--- src/rtl/irq_steer_pkg.sv ---
package irq_steer_pkg;

  // register slot decode result
  typedef enum logic [1:0] {
    SEL_NONE  = 2'd0,
    SEL_ROUTE = 2'd1,
    SEL_CTL   = 2'd2
  } reg_sel_e;

  // field positions that software depends on
  localparam int ROUTE_CPU_LSB = 8;
  localparam int ROUTE_VEC_LSB = 0;
  localparam int CTL_MASK_BIT  = 2;
  localparam int CTL_CLR_BIT   = 1;
  localparam int CTL_PEND_BIT  = 0;

endpackage

--- src/rtl/irq_steer_route.sv ---
module irq_steer_route #(
  parameter int NUM_SRC = 8,
  parameter int SRC_W   = 3,
  parameter int CPU_W   = 5,
  parameter int VEC_W   = 6
) (
  input  logic             clk,
  input  logic             rst,
  input  logic             wr_en,
  input  logic [SRC_W-1:0] wr_idx,
  input  logic [CPU_W-1:0] wr_cpu,
  input  logic [VEC_W-1:0] wr_vec,
  input  logic [SRC_W-1:0] rd_idx,
  output logic [CPU_W-1:0] rd_cpu,
  output logic [VEC_W-1:0] rd_vec,
  input  logic [SRC_W-1:0] pk_idx,
  output logic [CPU_W-1:0] pk_cpu,
  output logic [VEC_W-1:0] pk_vec
);

  logic [CPU_W-1:0] cpu_mem [NUM_SRC];
  logic [VEC_W-1:0] vec_mem [NUM_SRC];

  always_ff @(posedge clk) begin
    if (rst) begin
      for (int i = 0; i < NUM_SRC; i++) begin
        cpu_mem[i] <= '0;
        vec_mem[i] <= '0;
      end
    end else if (wr_en) begin
      cpu_mem[wr_idx] <= wr_cpu;
      vec_mem[wr_idx] <= wr_vec;
    end
  end

  // one read port for software, one for the post path
  assign rd_cpu = cpu_mem[rd_idx];
  assign rd_vec = vec_mem[rd_idx];
  assign pk_cpu = cpu_mem[pk_idx];
  assign pk_vec = vec_mem[pk_idx];


  route_write_lands_chk: assert property (@(posedge clk) disable iff (rst)
    wr_en |=> (cpu_mem[$past(wr_idx)] == $past(wr_cpu)) &&
              (vec_mem[$past(wr_idx)] == $past(wr_vec)));

endmodule

--- src/rtl/irq_steer_ctl.sv ---
module irq_steer_ctl #(
  parameter int NUM_SRC = 8,
  parameter int SRC_W   = 3
) (
  input  logic               clk,
  input  logic               rst,
  input  logic [NUM_SRC-1:0] irq,
  input  logic               wr_en,
  input  logic [SRC_W-1:0]   wr_idx,
  input  logic               wr_mask,
  input  logic               wr_clr,
  input  logic [NUM_SRC-1:0] grant,
  output logic [NUM_SRC-1:0] mask_o,
  output logic [NUM_SRC-1:0] pend_o,
  output logic [NUM_SRC-1:0] cand_o
);

  logic [NUM_SRC-1:0] mask_q, pend_q, wait_q, accept, wr_hit;

  for (genvar i = 0; i < NUM_SRC; i++) begin : g_src
    assign wr_hit[i] = wr_en && (wr_idx == SRC_W'(i));
    assign accept[i] = irq[i] && !mask_q[i];
    assign cand_o[i] = wait_q[i] || accept[i];

    always_ff @(posedge clk) begin
      if (rst) begin
        mask_q[i] <= 1'b1;
        pend_q[i] <= 1'b0;
        wait_q[i] <= 1'b0;
      end else begin
        if (accept[i]) begin
          mask_q[i] <= 1'b1;
          pend_q[i] <= 1'b1;
        end else if (wr_hit[i]) begin
          mask_q[i] <= wr_mask;
          if (wr_clr) pend_q[i] <= 1'b0;
        end
        wait_q[i] <= cand_o[i] && !grant[i];
      end
    end


    accept_sets_both_chk: assert property (@(posedge clk) disable iff (rst)
      (irq[i] && !mask_q[i]) |=> (mask_q[i] && pend_q[i]));


    masked_drop_chk: assert property (@(posedge clk) disable iff (rst)
      (irq[i] && mask_q[i] && !wr_hit[i] && !wait_q[i]) |=>
        ($stable(pend_q[i]) && mask_q[i] && !wait_q[i]));


    wait_held_chk: assert property (@(posedge clk) disable iff (rst)
      (wait_q[i] && !grant[i]) |=> wait_q[i]);
  end

  assign mask_o = mask_q;
  assign pend_o = pend_q;

endmodule

--- src/rtl/irq_steer_pick.sv ---
module irq_steer_pick #(
  parameter int NUM_SRC = 8
) (
  input  logic [NUM_SRC-1:0] req,
  output logic [NUM_SRC-1:0] gnt
);

  // lowest index wins: scan downward, last hit overrides
  always_comb begin
    gnt = '0;
    for (int i = NUM_SRC - 1; i >= 0; i--) begin
      if (req[i]) begin
        gnt    = '0;
        gnt[i] = 1'b1;
      end
    end
  end

endmodule

--- src/rtl/irq_steer.sv ---
module irq_steer
  import irq_steer_pkg::*;
#(
  parameter int NUM_SRC = 8,
  parameter int CPU_W   = 5,
  parameter int VEC_W   = 6,
  parameter int ADDR_W  = 8,
  parameter int DATA_W  = 32
) (
  input  logic               clk,
  input  logic               rst,
  input  logic [NUM_SRC-1:0] dev_irq,
  input  logic               reg_en,
  input  logic               reg_we,
  input  logic [ADDR_W-1:0]  reg_addr,
  input  logic [DATA_W-1:0]  reg_wdata,
  output logic [DATA_W-1:0]  reg_rdata,
  output logic               reg_err,
  output logic               post_valid,
  output logic [CPU_W-1:0]   post_cpu,
  output logic [VEC_W-1:0]   post_vec
);

  localparam int SRC_W = (NUM_SRC > 1) ? $clog2(NUM_SRC) : 1;
  localparam int IDX_W = ADDR_W - 3;

  // slot decode
  logic [IDX_W-1:0] slot, ctl_off;
  logic             route_hit, ctl_hit;
  logic [SRC_W-1:0] src_idx;
  reg_sel_e         sel;

  assign slot      = reg_addr[ADDR_W-1:3];
  assign ctl_off   = slot - IDX_W'(NUM_SRC);
  assign route_hit = slot < IDX_W'(NUM_SRC);
  assign ctl_hit   = !route_hit && (slot < IDX_W'(2 * NUM_SRC));
  assign src_idx   = route_hit ? slot[SRC_W-1:0] : ctl_off[SRC_W-1:0];
  assign sel       = route_hit ? SEL_ROUTE : (ctl_hit ? SEL_CTL : SEL_NONE);

  logic unused_bits;
  assign unused_bits = ^{reg_addr[2:0], slot, ctl_off};

  // storage
  logic [CPU_W-1:0]   rd_cpu, pk_cpu;
  logic [VEC_W-1:0]   rd_vec, pk_vec;
  logic [SRC_W-1:0]   pk_idx;
  logic [NUM_SRC-1:0] mask_v, pend_v, cand_v, gnt;

  irq_steer_route #(
    .NUM_SRC(NUM_SRC), .SRC_W(SRC_W), .CPU_W(CPU_W), .VEC_W(VEC_W)
  ) u_route (
    .clk    (clk),
    .rst    (rst),
    .wr_en  (reg_en && reg_we && (sel == SEL_ROUTE)),
    .wr_idx (src_idx),
    .wr_cpu (reg_wdata[ROUTE_CPU_LSB +: CPU_W]),
    .wr_vec (reg_wdata[ROUTE_VEC_LSB +: VEC_W]),
    .rd_idx (src_idx),
    .rd_cpu (rd_cpu),
    .rd_vec (rd_vec),
    .pk_idx (pk_idx),
    .pk_cpu (pk_cpu),
    .pk_vec (pk_vec)
  );

  irq_steer_ctl #(
    .NUM_SRC(NUM_SRC), .SRC_W(SRC_W)
  ) u_ctl (
    .clk     (clk),
    .rst     (rst),
    .irq     (dev_irq),
    .wr_en   (reg_en && reg_we && (sel == SEL_CTL)),
    .wr_idx  (src_idx),
    .wr_mask (reg_wdata[CTL_MASK_BIT]),
    .wr_clr  (reg_wdata[CTL_CLR_BIT]),
    .grant   (gnt),
    .mask_o  (mask_v),
    .pend_o  (pend_v),
    .cand_o  (cand_v)
  );

  irq_steer_pick #(.NUM_SRC(NUM_SRC)) u_pick (
    .req (cand_v),
    .gnt (gnt)
  );

  always_comb begin
    pk_idx = '0;
    for (int i = 0; i < NUM_SRC; i++) begin
      if (gnt[i]) pk_idx = SRC_W'(i);
    end
  end

  // read mux
  logic [DATA_W-1:0] rd_next;
  always_comb begin
    rd_next = '0;
    unique case (sel)
      SEL_ROUTE: begin
        rd_next[ROUTE_CPU_LSB +: CPU_W] = rd_cpu;
        rd_next[ROUTE_VEC_LSB +: VEC_W] = rd_vec;
      end
      SEL_CTL: begin
        rd_next[CTL_MASK_BIT] = mask_v[src_idx];
        rd_next[CTL_PEND_BIT] = pend_v[src_idx];
      end
      default: ;
    endcase
  end

  // registered outputs
  always_ff @(posedge clk) begin
    if (rst) begin
      reg_rdata  <= '0;
      reg_err    <= 1'b0;
      post_valid <= 1'b0;
      post_cpu   <= '0;
      post_vec   <= '0;
    end else begin
      reg_err    <= reg_en && (sel == SEL_NONE);
      if (reg_en && !reg_we) reg_rdata <= rd_next;
      post_valid <= |gnt;
      if (|gnt) begin
        post_cpu <= pk_cpu;
        post_vec <= pk_vec;
      end
    end
  end


  err_needs_access_chk: assert property (@(posedge clk) disable iff (rst)
    !$past(reg_en) |-> !reg_err);


  single_grant_chk: assert property (@(posedge clk) disable iff (rst)
    $onehot0(gnt) && ((gnt == '0) || (cand_v != '0)));


  quiet_after_reset_chk: assert property (@(posedge clk) disable iff (rst)
    $past(rst) |-> (!post_valid && !reg_err));

endmodule

--- config.mk ---
export PLATFORM = sky130hd
export DESIGN_NAME = irq_steer
export DESIGN_NICKNAME = d
export VERILOG_FILES = /design/src/rtl/irq_steer_pkg.sv /design/src/rtl/irq_steer_route.sv /design/src/rtl/irq_steer_ctl.sv /design/src/rtl/irq_steer_pick.sv /design/src/rtl/irq_steer.sv
export SDC_FILE = /design/constraint.sdc
export NUM_CORES = 1
export LEC_CHECK = 0
export ABC_AREA = 1
export BUFFER_PORTS_ARGS = -buffer_cell sky130_fd_sc_hd__buf_2
export CAP_MARGIN = 20
export CORE_MARGIN = 2
export CORE_UTILIZATION = 30
export CTS_BUF_LIST = sky130_fd_sc_hd__clkbuf_16
export CTS_CLUSTER_DIAMETER = 30
export DETAILED_ROUTE_END_ITERATION = 12
export GPL_ROUTABILITY_DRIVEN = 0
export PLACE_DENSITY_LB_ADDON = 0.2
export REMOVE_ABC_BUFFERS = 1
export SLEW_MARGIN = 25
export SYNTH_ARGS = -nofsm -noshare
export SYNTH_HDL_FRONTEND = slang
export SYNTH_SLANG_ARGS = --single-unit
export TNS_END_PERCENT = 10
--- constraint.sdc ---
create_clock -name clk -period 3.52 [get_ports clk]
set_clock_uncertainty 0.2 [all_clocks]
set_input_delay 0 -clock clk [delete_from_list [all_inputs] [get_ports clk]]
set_output_delay 0 -clock clk [all_outputs]
set_load 0.02 [all_outputs]
==> run_results.csv <==
group,metric,value,unit
global_routing,grt_pass1_vias,6098,
yosys,syn_area,7030,um^2
timing,slew_viol_final,0,
global_routing,grt_usage,19.7,%
power_and_ir_drop,p_total,3950,uW
power_and_ir_drop,p_int,2960,uW
cells_and_area,fill_cells,2438,
hold_path,holdPathStages,4,
critical_path,crit_top_cell,"nand2_1",
yosys,async_reset_ff_share,0,%
yosys,ys.flop_type,"edfxtp_1",
timing,setup_viol_count_final,0,
critical_path,critPathLaunchType,"register",
timing,fin_crit,2710,ps
yosys,yosysTopAreaCell,"edfxtp_1",
floorplan,dieWidth,157,um
cells_and_area,drive_above_1_share,16.1,%
floorplan,start_util,30.2,%
power_and_ir_drop,ir_worst_vdd,285,uV
yosys,postSynthCellCount,858,
routing,drt-initial-drc-count,649,
cts,cts.sinks,135,
critical_path,cp_top_family,"simple AND/OR/NAND/NOR gates",
global_routing,grt_pass1_wl,35600,um
cts,ctsRootBufferMaster,"clkbuf_16",
power_and_ir_drop,cellPowerDensity,464,nW/um^2
cts,cts_tree,"built",
routing,ant_nets,0,
critical_path,critPathRequiredTime,3690,ps
floorplan,die_h,157,um
cells_and_area,final_cell_mix,"nand2_1 (190), inv_1 (101), nor2_1 (98), edfxtp_1 (88), nand3_1 (86)",
floorplan,placementRows,56,
hold_path,whs_endpoint,"reg_rdata[0]$_SDFFE_PP0P_",
routing,wirelength,23500,um
timing,rsz0062_at_grt,"false",
critical_path,r2r_end,"post_vec[5]$_SDFFE_PP0P_",
global_routing,grt_antenna_before_repair,0,
hold_path,hold_start,"reg_we",
critical_path,r2r_start,"u_ctl.mask_o[4]$_SDFFE_PP1P_",
timing,relSlewSlack,53.0,%
timing,fin_setup_tns,0,ps
yosys,ys_warn_count,0,
critical_path,path_max_fanout,34,
routing,drc,0,
power_and_ir_drop,pwr-share-clk,45.5,%
critical_path,crit_path_end_kind,"register",
placement,pre_cts_slack,855,ps
timing,max_freq,370,MHz
cells_and_area,areaGrowthSynthToFinish,21.0,%
power_and_ir_drop,leakage,0.00381,uW
power_and_ir_drop,p_switching,985,uW
yosys,synth_top_area_share,37.6,%
outcome,status,"complete, no violations",
routing,wire_per_inst,18.4,um
yosys,synthTopCellsByArea,"edfxtp_1 (38%), dfxtp_1 (13%), nand2_1 (10%), nand3_1 (6.1%), inv_1 (5.3%)",
cts,post_cts_buffers,0,
placement,io_buffers,51,
placement,hpwl,15400,um
timing,fin_ws,815,ps
critical_path,crit_type,"register to register",
critical_path,reg2reg_depth,13,
cts,clkTransAtPathRegs,60,ps
routing,viasPerCell,4.82,
power_and_ir_drop,pwr-share-seq,45.0,%
floorplan,fp.coreArea,23300,um^2
yosys,synth_seq_cells,135,
floorplan,ios,97,
routing,first_pass_iters,5,
yosys,synth_enable_flop_cells,88,
critical_path,slowest_delay,550,ps
cells_and_area,final_nets,996,
critical_path,worstPathCellList,"inv_2, nand2_1, nand2_1, nor2_1, nand3_4, nand3_4, buf_4, nand2_1, nand3_1, nand3_1, nand3_1, nand2_1, inv_1",
floorplan,die-area,24700,um^2
yosys,yosysSeqAreaShare,50.9,%
cts,htree_levels,4,
global_routing,grt_overflow,0,
hold_path,min_path_type,"primary input to register",
cts,cts_buffers,17,
cells_and_area,antenna_cells,0,
yosys,avgSynthCellArea,8.20,um^2
timing,fin_crit_sh,76.9,%
critical_path,rrSetupSlack,810,ps
routing,vias,6152,
job,maxCapViolCount,0,
critical_path,cp_num_buf_inv,3,
global_routing,grt_max_degree,35,
cts,ctsResizeCount,0,
yosys,ys_types,34,
power_and_ir_drop,swShare,24.9,%
timing,hold_slack,45.3,ps
timing,tightest_slew,704,ps
critical_path,cp_slowest_cell,"nand3_4",
critical_path,arrival,2870,ps
cts,clkLatencyLatePin,420,ps
power_and_ir_drop,combPwrFrac,9.5,%
cts,clock_path_buffers,2,
timing,hold_viol_final,0,
cells_and_area,final_common_cell,"nand2_1",
-- final cells by class --
type / instances / area, um^2 / share of cell area (%)
Clock buffer: 17 / 425 / 5.00
Inverter: 112 / 420 / 4.94
Timing Repair Buffer: 117 / 821 / 9.64
Multi-Input combinational cell: 561 / 2700 / 31.8
Clock inverter: 15 / 161 / 1.90
Sequential cell: 135 / 3580 / 42.1
Tap cell: 319 / 399 / 4.69
-- worst max-delay path by stage --
stage / start / to / slack, ps / depth (start not counted)
2_1_floorplan: u_ctl.mask_o[5]$_SDFFE_PP1P_ / post_cpu[1]$_SDFFE_PP0P_ / 1320 / 10
3_3_place_gp: u_ctl.mask_o[4]$_SDFFE_PP1P_ / post_cpu[2]$_SDFFE_PP0P_ / 860 / 13
3_5_place_dp: u_ctl.mask_o[1]$_SDFFE_PP1P_ / post_cpu[2]$_SDFFE_PP0P_ / 860 / 13
4_1_cts: u_ctl.mask_o[4]$_SDFFE_PP1P_ / post_cpu[2]$_SDFFE_PP0P_ / 820 / 13
5_1_grt: u_ctl.mask_o[1]$_SDFFE_PP1P_ / post_cpu[1]$_SDFFE_PP0P_ / 620 / 13
6_report: u_ctl.mask_o[4]$_SDFFE_PP1P_ / post_vec[5]$_SDFFE_PP0P_ / 810 / 13
-- power by group through the flow --
stage | clock (uW) | sequential, uW | combinational (uW)
floorplan | 0 | 1810 | 185
global placement | 0 | 1810 | 352
detailed placement | 0 | 1810 | 352
CTS | 1830 | 1780 | 373
global route | 1890 | 1780 | 407
finish | 1800 | 1780 | 374
-- cells by family (layout without fill, tap and decap cells) --
| family | Yosys count | count (layout) | share of synthesized area [%] |
|---|---|---|---|
| AO/OA/AOI/OAI | 103 | 103 | 9.50 |
| buffers and inverters | 182 | 261 | 11.7 |
| flip-flops | 135 | 135 | 50.9 |
| other | 1 | 21 | 0.0533 |
| AND/OR/NAND/NOR | 437 | 437 | 27.8 |
-- state kept, by name, indices dropped and copies added (netlist names) --
name / flops
post_cpu: 5
post_valid: 1
post_vec: 6
reg_err: 1
reg_rdata: 11
u_ctl.mask_o: 8
u_ctl.pend_o: 8
u_ctl.wait_q: 7
u_route.cpu_mem: 40
u_route.vec_mem: 48
-- synth_stat cells (3+ instances only) --
| library cell | number |
|---|---|
| inv_2 | 10 |
| edfxtp_1 | 88 |
| nand2_2 | 7 |
| nand4_1 | 30 |
| clkbuf_1 | 30 |
| nor2_4 | 3 |
| o22ai_1 | 14 |
| o21ai_0 | 16 |
| a21oi_1 | 28 |
| nor2_1 | 98 |
| nand2_4 | 3 |
| nor3_1 | 10 |
| buf_6 | 5 |
| nand3_1 | 86 |
| dfxtp_1 | 47 |
| inv_1 | 100 |
| o2111ai_1 | 7 |
| a22oi_1 | 10 |
| nand2_1 | 190 |
| nor2_2 | 4 |
| o211ai_1 | 20 |
| buf_4 | 23 |
| buf_2 | 12 |
-- through the flow --
| step | util, % | instances | area, um^2 |
|---|---|---|---|
| CTS | 36.6 | 1276 | 8510 |
| detailed placement | 32.9 | 1216 | 7650 |
| global route | 36.6 | 1276 | 8510 |
| global placement | 32.9 | 1216 | 7650 |
| floorplan | - | 808 | 6710 |
| finish | 36.6 | 1276 | 8510 |
-- what timing repair did --
item	CTS	global route
setup endpoints to repair	0	0
hold buffers	28	0
hold endpoints to repair	107	0
-- worst register-to-register path, stage by stage (launching register included) --
cell and delay [ps]:
dfxtp_1 380, inv_2 70, nand2_1 110, nand2_1 90, nor2_1 180, nand3_4 380, nand3_4 560, buf_4 280
nand2_1 70, nand3_1 60, nand3_1 90, nand3_1 90, nand2_1 50, inv_1 60
-- layer usage --
layer  vias up  track usage, %  routed length [um]
li1       2978               -                   -
met1      2895            26.4               10500
met2       240            31.7               11000
met3        39            3.39                1400
met4         0            7.88                 624
met5         -               0                   0
(Power assumes the default switching activity.)
